**src/rtl/adc_seq_pkg.sv**
```systemverilog
package adc_seq_pkg;

    // Controller states
    typedef enum logic [1:0] {
        ST_IDLE   = 2'd0,
        ST_TRIAL  = 2'd1,
        ST_COMMIT = 2'd2
    } seq_state_e;

    // Resolved sequencing modes
    typedef enum logic [2:0] {
        MD_NONE      = 3'd0,
        MD_STEP      = 3'd1,
        MD_FIX_ONE   = 3'd2,
        MD_SCAN_ONE  = 3'd3,
        MD_FIX_LOOP  = 3'd4,
        MD_DUAL_LOOP = 3'd5,
        MD_SCAN_LOOP = 3'd6
    } seq_mode_e;

endpackage

```
**src/rtl/adc_seq_chan_pick.sv**
```systemverilog
// Channel search helpers: lowest and highest enabled input, next enabled
// input above the current one, and the first enabled input found by a
// circular upward search from a start index.
module adc_seq_chan_pick #(
    parameter int NCH = 4
) (
    input  logic [NCH-1:0]          mask,
    input  logic [$clog2(NCH)-1:0]  cur,
    input  logic [$clog2(NCH)-1:0]  from,
    output logic [$clog2(NCH)-1:0]  lowest,
    output logic [$clog2(NCH)-1:0]  highest,
    output logic [$clog2(NCH)-1:0]  above_idx,
    output logic                    above_ok,
    output logic [$clog2(NCH)-1:0]  wrap_idx,
    output logic [$clog2(NCH):0]    pop
);
    localparam int CW = $clog2(NCH);

    always_comb begin
        lowest    = '0;
        highest   = '0;
        above_idx = '0;
        above_ok  = 1'b0;
        wrap_idx  = '0;
        pop       = '0;
        for (int i = NCH - 1; i >= 0; i--) begin
            if (mask[i]) lowest = CW'(i);
        end
        for (int i = 0; i < NCH; i++) begin
            if (mask[i]) begin
                highest = CW'(i);
                pop     = pop + (CW+1)'(1);
            end
        end
        for (int i = NCH - 1; i >= 0; i--) begin
            if (mask[i] && (i > int'(cur))) begin
                above_idx = CW'(i);
                above_ok  = 1'b1;
            end
        end
        for (int k = NCH - 1; k >= 0; k--) begin
            if (mask[(int'(from) + k) % NCH]) wrap_idx = CW'((int'(from) + k) % NCH);
        end
    end

endmodule

```
**src/rtl/adc_seq_mode_dec.sv**
```systemverilog
// Resolves the 3-bit mode code plus the enabled-input count into a mode.
module adc_seq_mode_dec
    import adc_seq_pkg::*;
#(
    parameter int NCH = 4
) (
    input  logic [2:0]               mode_bits,
    input  logic [$clog2(NCH):0]     pop,
    output seq_mode_e                mode
);
    localparam int PW = $clog2(NCH) + 1;

    always_comb begin
        mode = MD_NONE;
        unique case (mode_bits)
            3'b000: mode = (pop != '0) ? MD_STEP : MD_NONE;
            3'b001: begin
                if (pop == PW'(1))     mode = MD_FIX_ONE;
                else if (pop > PW'(1)) mode = MD_SCAN_ONE;
            end
            3'b010: begin
                if (pop == PW'(1))      mode = MD_FIX_LOOP;
                else if (pop == PW'(2)) mode = MD_DUAL_LOOP;
            end
            3'b100: mode = (pop != '0) ? MD_SCAN_LOOP : MD_NONE;
            default: mode = MD_NONE;
        endcase
    end

endmodule

```
**src/rtl/adc_seq_sar.sv**
```systemverilog
// Bit-trial engine: one trial per clock, MSB first.
module adc_seq_sar #(
    parameter int DW = 8
) (
    input  logic          clk,
    input  logic          rst_n,
    input  logic          load,
    input  logic          run,
    input  logic          cmp_ge,
    output logic [DW-1:0] dac_code,
    output logic          last,
    output logic [DW-1:0] result
);
    logic [DW-1:0] acc_q;
    logic [DW-1:0] trial_q;

    always_ff @(posedge clk or negedge rst_n) begin
        if (!rst_n) begin
            acc_q   <= '0;
            trial_q <= '0;
        end else if (load) begin
            acc_q   <= '0;
            trial_q <= {1'b1, {(DW-1){1'b0}}};
        end else if (run) begin
            if (cmp_ge) acc_q <= acc_q | trial_q;
            trial_q <= trial_q >> 1;
        end
    end

    assign dac_code = run ? (acc_q | trial_q) : '0;
    assign last     = trial_q[0];
    assign result   = acc_q;

endmodule

```
**src/rtl/adc_seq_ctrl.sv**
```systemverilog
// Multi-mode conversion sequencer top.
module adc_seq_ctrl
    import adc_seq_pkg::*;
#(
    parameter int NCH = 4,
    parameter int DW  = 8
) (
    input  logic                        clk,
    input  logic                        rst_n,
    input  logic [NCH-1:0]              chan_mask,
    input  logic [2:0]                  mode_bits,
    input  logic                        start_req,
    input  logic                        stop_req,
    input  logic                        cmp_ge,
    output logic [$clog2(NCH)-1:0]      mux_sel,
    output logic [DW-1:0]               dac_code,
    output logic [NCH-1:0][DW-1:0]      results,
    output logic                        busy,
    output logic                        irq_flag
);
    localparam int CW = $clog2(NCH);
    localparam logic [CW-1:0] LAST_SLOT = CW'(NCH - 1);

    seq_state_e st_q, st_d;
    seq_mode_e  mode_q, mode_live;

    logic [NCH-1:0]          mask_q, mask_use;
    logic [CW-1:0]           ch_q, ch_d, cnt_q, step_q, dest, nxt;
    logic [NCH-1:0][DW-1:0]  res_q;
    logic                    stop_pend_q, stop_now;
    logic                    irq_q, irq_d;
    logic                    load, commit, cont;

    logic [CW-1:0] lowest, highest, above_idx, wrap_idx;
    logic          above_ok;
    logic [CW:0]   pop;
    logic          sar_last;
    logic [DW-1:0] sar_result;

    // While idle the live mask is searched; once running, the latched one.
    assign mask_use = (st_q == ST_IDLE) ? chan_mask : mask_q;

    adc_seq_chan_pick #(.NCH(NCH)) pick_i (
        .mask      (mask_use),
        .cur       (ch_q),
        .from      (step_q),
        .lowest    (lowest),
        .highest   (highest),
        .above_idx (above_idx),
        .above_ok  (above_ok),
        .wrap_idx  (wrap_idx),
        .pop       (pop)
    );

    adc_seq_mode_dec #(.NCH(NCH)) dec_i (
        .mode_bits (mode_bits),
        .pop       (pop),
        .mode      (mode_live)
    );

    adc_seq_sar #(.DW(DW)) sar_i (
        .clk      (clk),
        .rst_n    (rst_n),
        .load     (load),
        .run      (st_q == ST_TRIAL),
        .cmp_ge   (cmp_ge),
        .dac_code (dac_code),
        .last     (sar_last),
        .result   (sar_result)
    );

    // Next state and per-cycle controls
    always_comb begin
        st_d     = st_q;
        ch_d     = ch_q;
        load     = 1'b0;
        commit   = 1'b0;
        irq_d    = 1'b0;
        cont     = 1'b0;
        dest     = ch_q;
        nxt      = ch_q;
        stop_now = stop_pend_q | stop_req;
        unique case (st_q)
            ST_IDLE: begin
                if (start_req && (mode_live != MD_NONE)) begin
                    load = 1'b1;
                    st_d = ST_TRIAL;
                    ch_d = (mode_live == MD_STEP) ? wrap_idx : lowest;
                end
            end
            ST_TRIAL: begin
                if (sar_last) st_d = ST_COMMIT;
            end
            ST_COMMIT: begin
                commit = 1'b1;
                unique case (mode_q)
                    MD_FIX_LOOP: begin
                        dest  = cnt_q;
                        irq_d = (cnt_q == LAST_SLOT);
                        cont  = 1'b1;
                    end
                    MD_DUAL_LOOP: begin
                        dest  = cnt_q;
                        irq_d = (cnt_q == LAST_SLOT);
                        cont  = 1'b1;
                        nxt   = cnt_q[0] ? lowest : highest;
                    end
                    MD_SCAN_ONE: begin
                        irq_d = !above_ok;
                        cont  = above_ok;
                        nxt   = above_idx;
                    end
                    MD_SCAN_LOOP: begin
                        irq_d = !above_ok;
                        cont  = 1'b1;
                        nxt   = above_ok ? above_idx : lowest;
                    end
                    default: irq_d = 1'b1;
                endcase
                if (cont && !stop_now) begin
                    load = 1'b1;
                    st_d = ST_TRIAL;
                    ch_d = nxt;
                end else begin
                    st_d = ST_IDLE;
                end
            end
            default: st_d = ST_IDLE;
        endcase
    end

    // State register
    always_ff @(posedge clk or negedge rst_n) begin
        if (!rst_n) st_q <= ST_IDLE;
        else        st_q <= st_d;
    end

    // Sequencing data
    always_ff @(posedge clk or negedge rst_n) begin
        if (!rst_n) begin
            mode_q      <= MD_NONE;
            mask_q      <= '0;
            ch_q        <= '0;
            cnt_q       <= '0;
            step_q      <= '0;
            res_q       <= '0;
            irq_q       <= 1'b0;
            stop_pend_q <= 1'b0;
        end else begin
            ch_q  <= ch_d;
            irq_q <= irq_d;
            if ((st_q == ST_IDLE) && load) begin
                mode_q <= mode_live;
                mask_q <= chan_mask;
                cnt_q  <= '0;
            end else if (commit) begin
                cnt_q <= cnt_q + CW'(1);
            end
            if (commit) res_q[dest] <= sar_result;
            if (commit && (mode_q == MD_STEP)) step_q <= ch_q + CW'(1);
            if (st_d == ST_IDLE)                     stop_pend_q <= 1'b0;
            else if (stop_req && (st_q != ST_IDLE))  stop_pend_q <= 1'b1;
        end
    end

    // Outputs
    always_comb begin
        busy     = (st_q != ST_IDLE);
        mux_sel  = ch_q;
        results  = res_q;
        irq_flag = irq_q;
    end

endmodule

```
**config.mk**
```make
export PLATFORM = sky130hd
export DESIGN_NAME = adc_seq_ctrl
export DESIGN_NICKNAME = d
export VERILOG_FILES = /design/src/rtl/adc_seq_pkg.sv /design/src/rtl/adc_seq_chan_pick.sv /design/src/rtl/adc_seq_mode_dec.sv /design/src/rtl/adc_seq_sar.sv /design/src/rtl/adc_seq_ctrl.sv
export SDC_FILE = /design/constraint.sdc
export NUM_CORES = 1
export LEC_CHECK = 0
export BUFFER_PORTS_ARGS = -buffer_cell sky130_fd_sc_hd__clkbuf_2
export CORE_ASPECT_RATIO = 0.7
export CORE_MARGIN = 10
export CORE_UTILIZATION = 35
export DETAILED_ROUTE_END_ITERATION = 6
export HOLD_SLACK_MARGIN = 0.12
export SETUP_SLACK_MARGIN = 0.15
export SYNTH_ARGS = -nofsm -noshare
export SYNTH_HDL_FRONTEND = slang
export SYNTH_SLANG_ARGS = --single-unit
```
**constraint.sdc**
```tcl
create_clock -name clk -period 5 [get_ports clk]
set_clock_uncertainty 0.1 [all_clocks]
set_input_delay 0.25 -clock clk [delete_from_list [all_inputs] [get_ports clk]]
set_output_delay 0.25 -clock clk [all_outputs]
set_load 0.01 [all_outputs]
```
==> metrics.md <==
| Metric | Value |
|---|---|
| Detailed placement HPWL | 6330 um |
| Routed WL per cell | 16.4 um |
| Diode count | 0 |
| Syn avg cell area | 10.4 um^2 |
| Setup TNS | 0 ns |
| Leakage | 1.98 nW |
| Clk_lat worst skew | 0.32 ns |
| Hold Crit Class | input port to register |
| Crit path capture type | register |
| Pin count of the biggest net entering global routing | 66 |
| # fillers | 943 |
| Fin util | 43.6% |
| Ys async rst share | 100% |
| Total gr overflow | 0 |
| Die span in x | 138 um |
| Synth unique cells | 57 |
| Vias | 2655 |
| Worst slack at placement | 1.06 ns |
| Layout cells sized above 1 | 31.8% |
| EDFF count, synth | 0 |
| Final Hold Fails | 0 |
| Detailed Route WL | 8510 um |
| Clk pin slew, worst setup/hold paths | 0.05 ns |
| Seq cells post-synth | 65 |
| Syn_nets | 346 |
| Initial antenna violation count | 0 |
| Max Clock Freq | 253 MHz |
| Register area share after synthesis | 47.5% |
| Synth Flop Type | dfrtp_1 |
| Max Cap Viol | 0 |
| Max-slew violation count | 0 |
| WS Path Type | register to register |
| Req. time, crit path | 5.11 ns |
| First-pass GRT wire length | 14000 um |
| Unrepaired setup endpoints after global routing | no |
| Initial drt markers | 121 |
| Floorplan row count | 30 |
| Slew @ Worst Pin | 0.811 ns |
| Crit path DAT | 4.07 ns |
| Synth Instances | 329 |
| Core box area | 9610 um^2 |
| PnR worst setup slack | 1.04 ns |
| Top-Level Pins | 56 |
| CTS tree | yes |
| Final setup fails | 0 |
| Inserted Clock Buffers | 9 |
| Synth Cell Area | 3420 um^2 |
| Vias per std cell | 5.13 |
| PostCTS Resize Cnt | 0 |
| Startpoint types | register |
| Placer Congestion | 0.876 |
| Clock sinks | 65 |
| Synth area leaders | dfrtp_1 (47%), mux2_2 (12%), nor2_1 (4.3%), o21ai_0 (3.7%), nand2_1 (3.0%) |
| Most frequent cells in the layout | dfrtp_1 (65), clkbuf_2 (55), nor2_1 (39), mux2_2 (38), nand2_1 (27) |
| Final min period | 3.96 ns |
| Commonest non-fill, non-tap cell in the layout | dfrtp_1 |
| Deepest clock path buffer count | 2 |
| I/O Buffers | 55 |
| Slew HR | 45.6% |
| Share of the synthesized area in the top cell type | 47.5% |
| DRT Pass-1 Iters | 4 |
| Die Y-Extent | 103 um |
| Tot Pwr | 2.98 mW |
| Worst-path fanout max | 19 |
| H-tree Lvls | 3 |
| Area leader, netlist | dfrtp_1 |
| DRC violations left | 0 |
| Area Overhead vs Synth | 22.3% |
| Status | finished, final reports clean |
| Total of warnings raised by yosys | 0 |
| Post-route ant nets | 0 |
| Final nets | 402 |
| Vias in the first global route | 2639 |
| Starting Density | 35.6% |
| VDD IR max | 186 uV |
| Die ar. | 14200 um^2 |
| Power Density | 711 nW/um^2 |
| Gr usage total | 12.0% |
| Final Cycle Share | 79.2% |
| Root Driver | clkbuf_16 |
==> what timing repair did <==
item / CTS / global route
endpoints found under the hold margin: 66 / 0
hold buffers: 2 / 0
endpoints found under the setup margin: 0 / 0
buffers inserted: 0 / 0
==> flip-flops by register name (all words and copies together), names as in the netlist <==
| register | count |
|---|---|
| mode_q | 3 |
| mux_sel | 2 |
| sar_i.trial_q | 8 |
| irq_flag | 1 |
| sar_i.result | 8 |
| results | 32 |
| st_q | 2 |
| mask_q | 4 |
| cnt_q | 2 |
| step_q | 2 |
| stop_pend_q | 1 |
==> critical path: stages, from the launching register on <==
cell and delay, ns:
dfrtp_1 0.78, nor3b_2 0.16, a2111oi_2 0.46, o21a_1 0.21
inv_1 0.05, ha_1 0.30, nor2_1 0.12, o211ai_1 0.13
o221ai_2 0.29, a21oi_2 0.09, o311ai_4 0.57, nand2_2 0.33
a21o_1 0.23
==> logic make-up after synthesis <==
kind of cell | Yosys count | synth area share, %
DFF | 65 | 47.5
buffers and inverters | 21 | 2.81
xor gates and xnor gates | 3 | 1.57
AOI/OAI and AO/OA | 84 | 16.6
adders and majority gates | 5 | 1.83
and+or+nand+nor | 108 | 15.7
muxes | 43 | 14.1
==> per-layer routing <==
metal / part of all wire (%) / track usage, % / vias up
met2: 44 / 18.0 / 50
met5: 0 / 0 / -
met1: 52 / 16.4 / 1302
li1: - / - / 1303
met3: 4.2 / 4.00 / 0
met4: 0 / 2.67 / 0
==> report_power, final <==
| part | internal (mW) | switching [mW] |
|---|---|---|
| clock network | 0.538 | 0.225 |
| registers | 0.740 | 0.257 |
| logic | 0.527 | 0.694 |
==> synthesized netlist by cell type (2+ instances only) <==
master and instances:
nor2b_1 5, nor3b_1 4, mux2_2 38, dfrtp_1 65, mux2i_1 2, a31oi_1 3
nor2_1 39, inv_2 2, nand2b_1 6, o211ai_1 2, xnor3_1 2, ha_1 5
buf_4 2, a22oi_1 2, or3_1 2, a21oi_1 19, mux2_1 3, nor3_1 3
clkbuf_1 7, buf_2 2, and3_1 3, o21ai_0 25, nor4_1 2, a211o_1 2
o21a_1 8, o2111ai_1 2, a21o_1 2, a32oi_1 3, nand3_1 4, nand2_1 27
o21ai_1 3, o21ai_2 2, or2_2 2, and2_1 2, inv_1 6, nand3b_1 2
==> per-stage QoR <==
| step | std cells | instance area (um^2) | hold WS [ns] |
|---|---|---|---|
| 2_1_floorplan | 329 | 3420 | -0.146 |
| 3_3_place_gp | 500 | 3800 | 0.376 |
| 3_5_place_dp | 500 | 3800 | 0.383 |
| 4_1_cts | 518 | 4190 | 0.143 |
| 5_1_grt | 518 | 4190 | 0.144 |
| 6_report | 518 | 4190 | 0.137 |
==> worst paths after layout <==
check	start	endpoint	slack [ns]	cells after the start
worst max-delay path	st_q[0]$_DFF_PN0_	sar_i.trial_q[7]$_DFFE_PN0P_	1.04	12
worst min-delay path	stop_req	stop_pend_q$_DFFE_PN0P_	0.14	3
worst max register to register	st_q[0]$_DFF_PN0_	sar_i.trial_q[7]$_DFFE_PN0P_	1.04	12
worst min register to register	results[6]$_DFFE_PN0P_	results[6]$_DFFE_PN0P_	0.40	1
max in group asynchronous	rst_n	mask_q[2]$_DFFE_PN0P_	3.71	3
min in group asynchronous	rst_n	results[21]$_DFFE_PN0P_	0.56	3
==> area by class of cell <==
| type | count | area, um^2 | share of cell area, % |
|---|---|---|---|
| clock buffer | 9 | 225 | 5.38 |
| inverter | 8 | 30.0 | 0.717 |
| sequential | 65 | 1630 | 38.8 |
| timing repair buffer | 58 | 303 | 7.23 |
| multi-input combinational | 243 | 1700 | 40.6 |
| tap | 128 | 160 | 3.82 |
| clock inverter | 7 | 143 | 3.41 |
No activity file was read; power rests on OpenSTA's default activity.
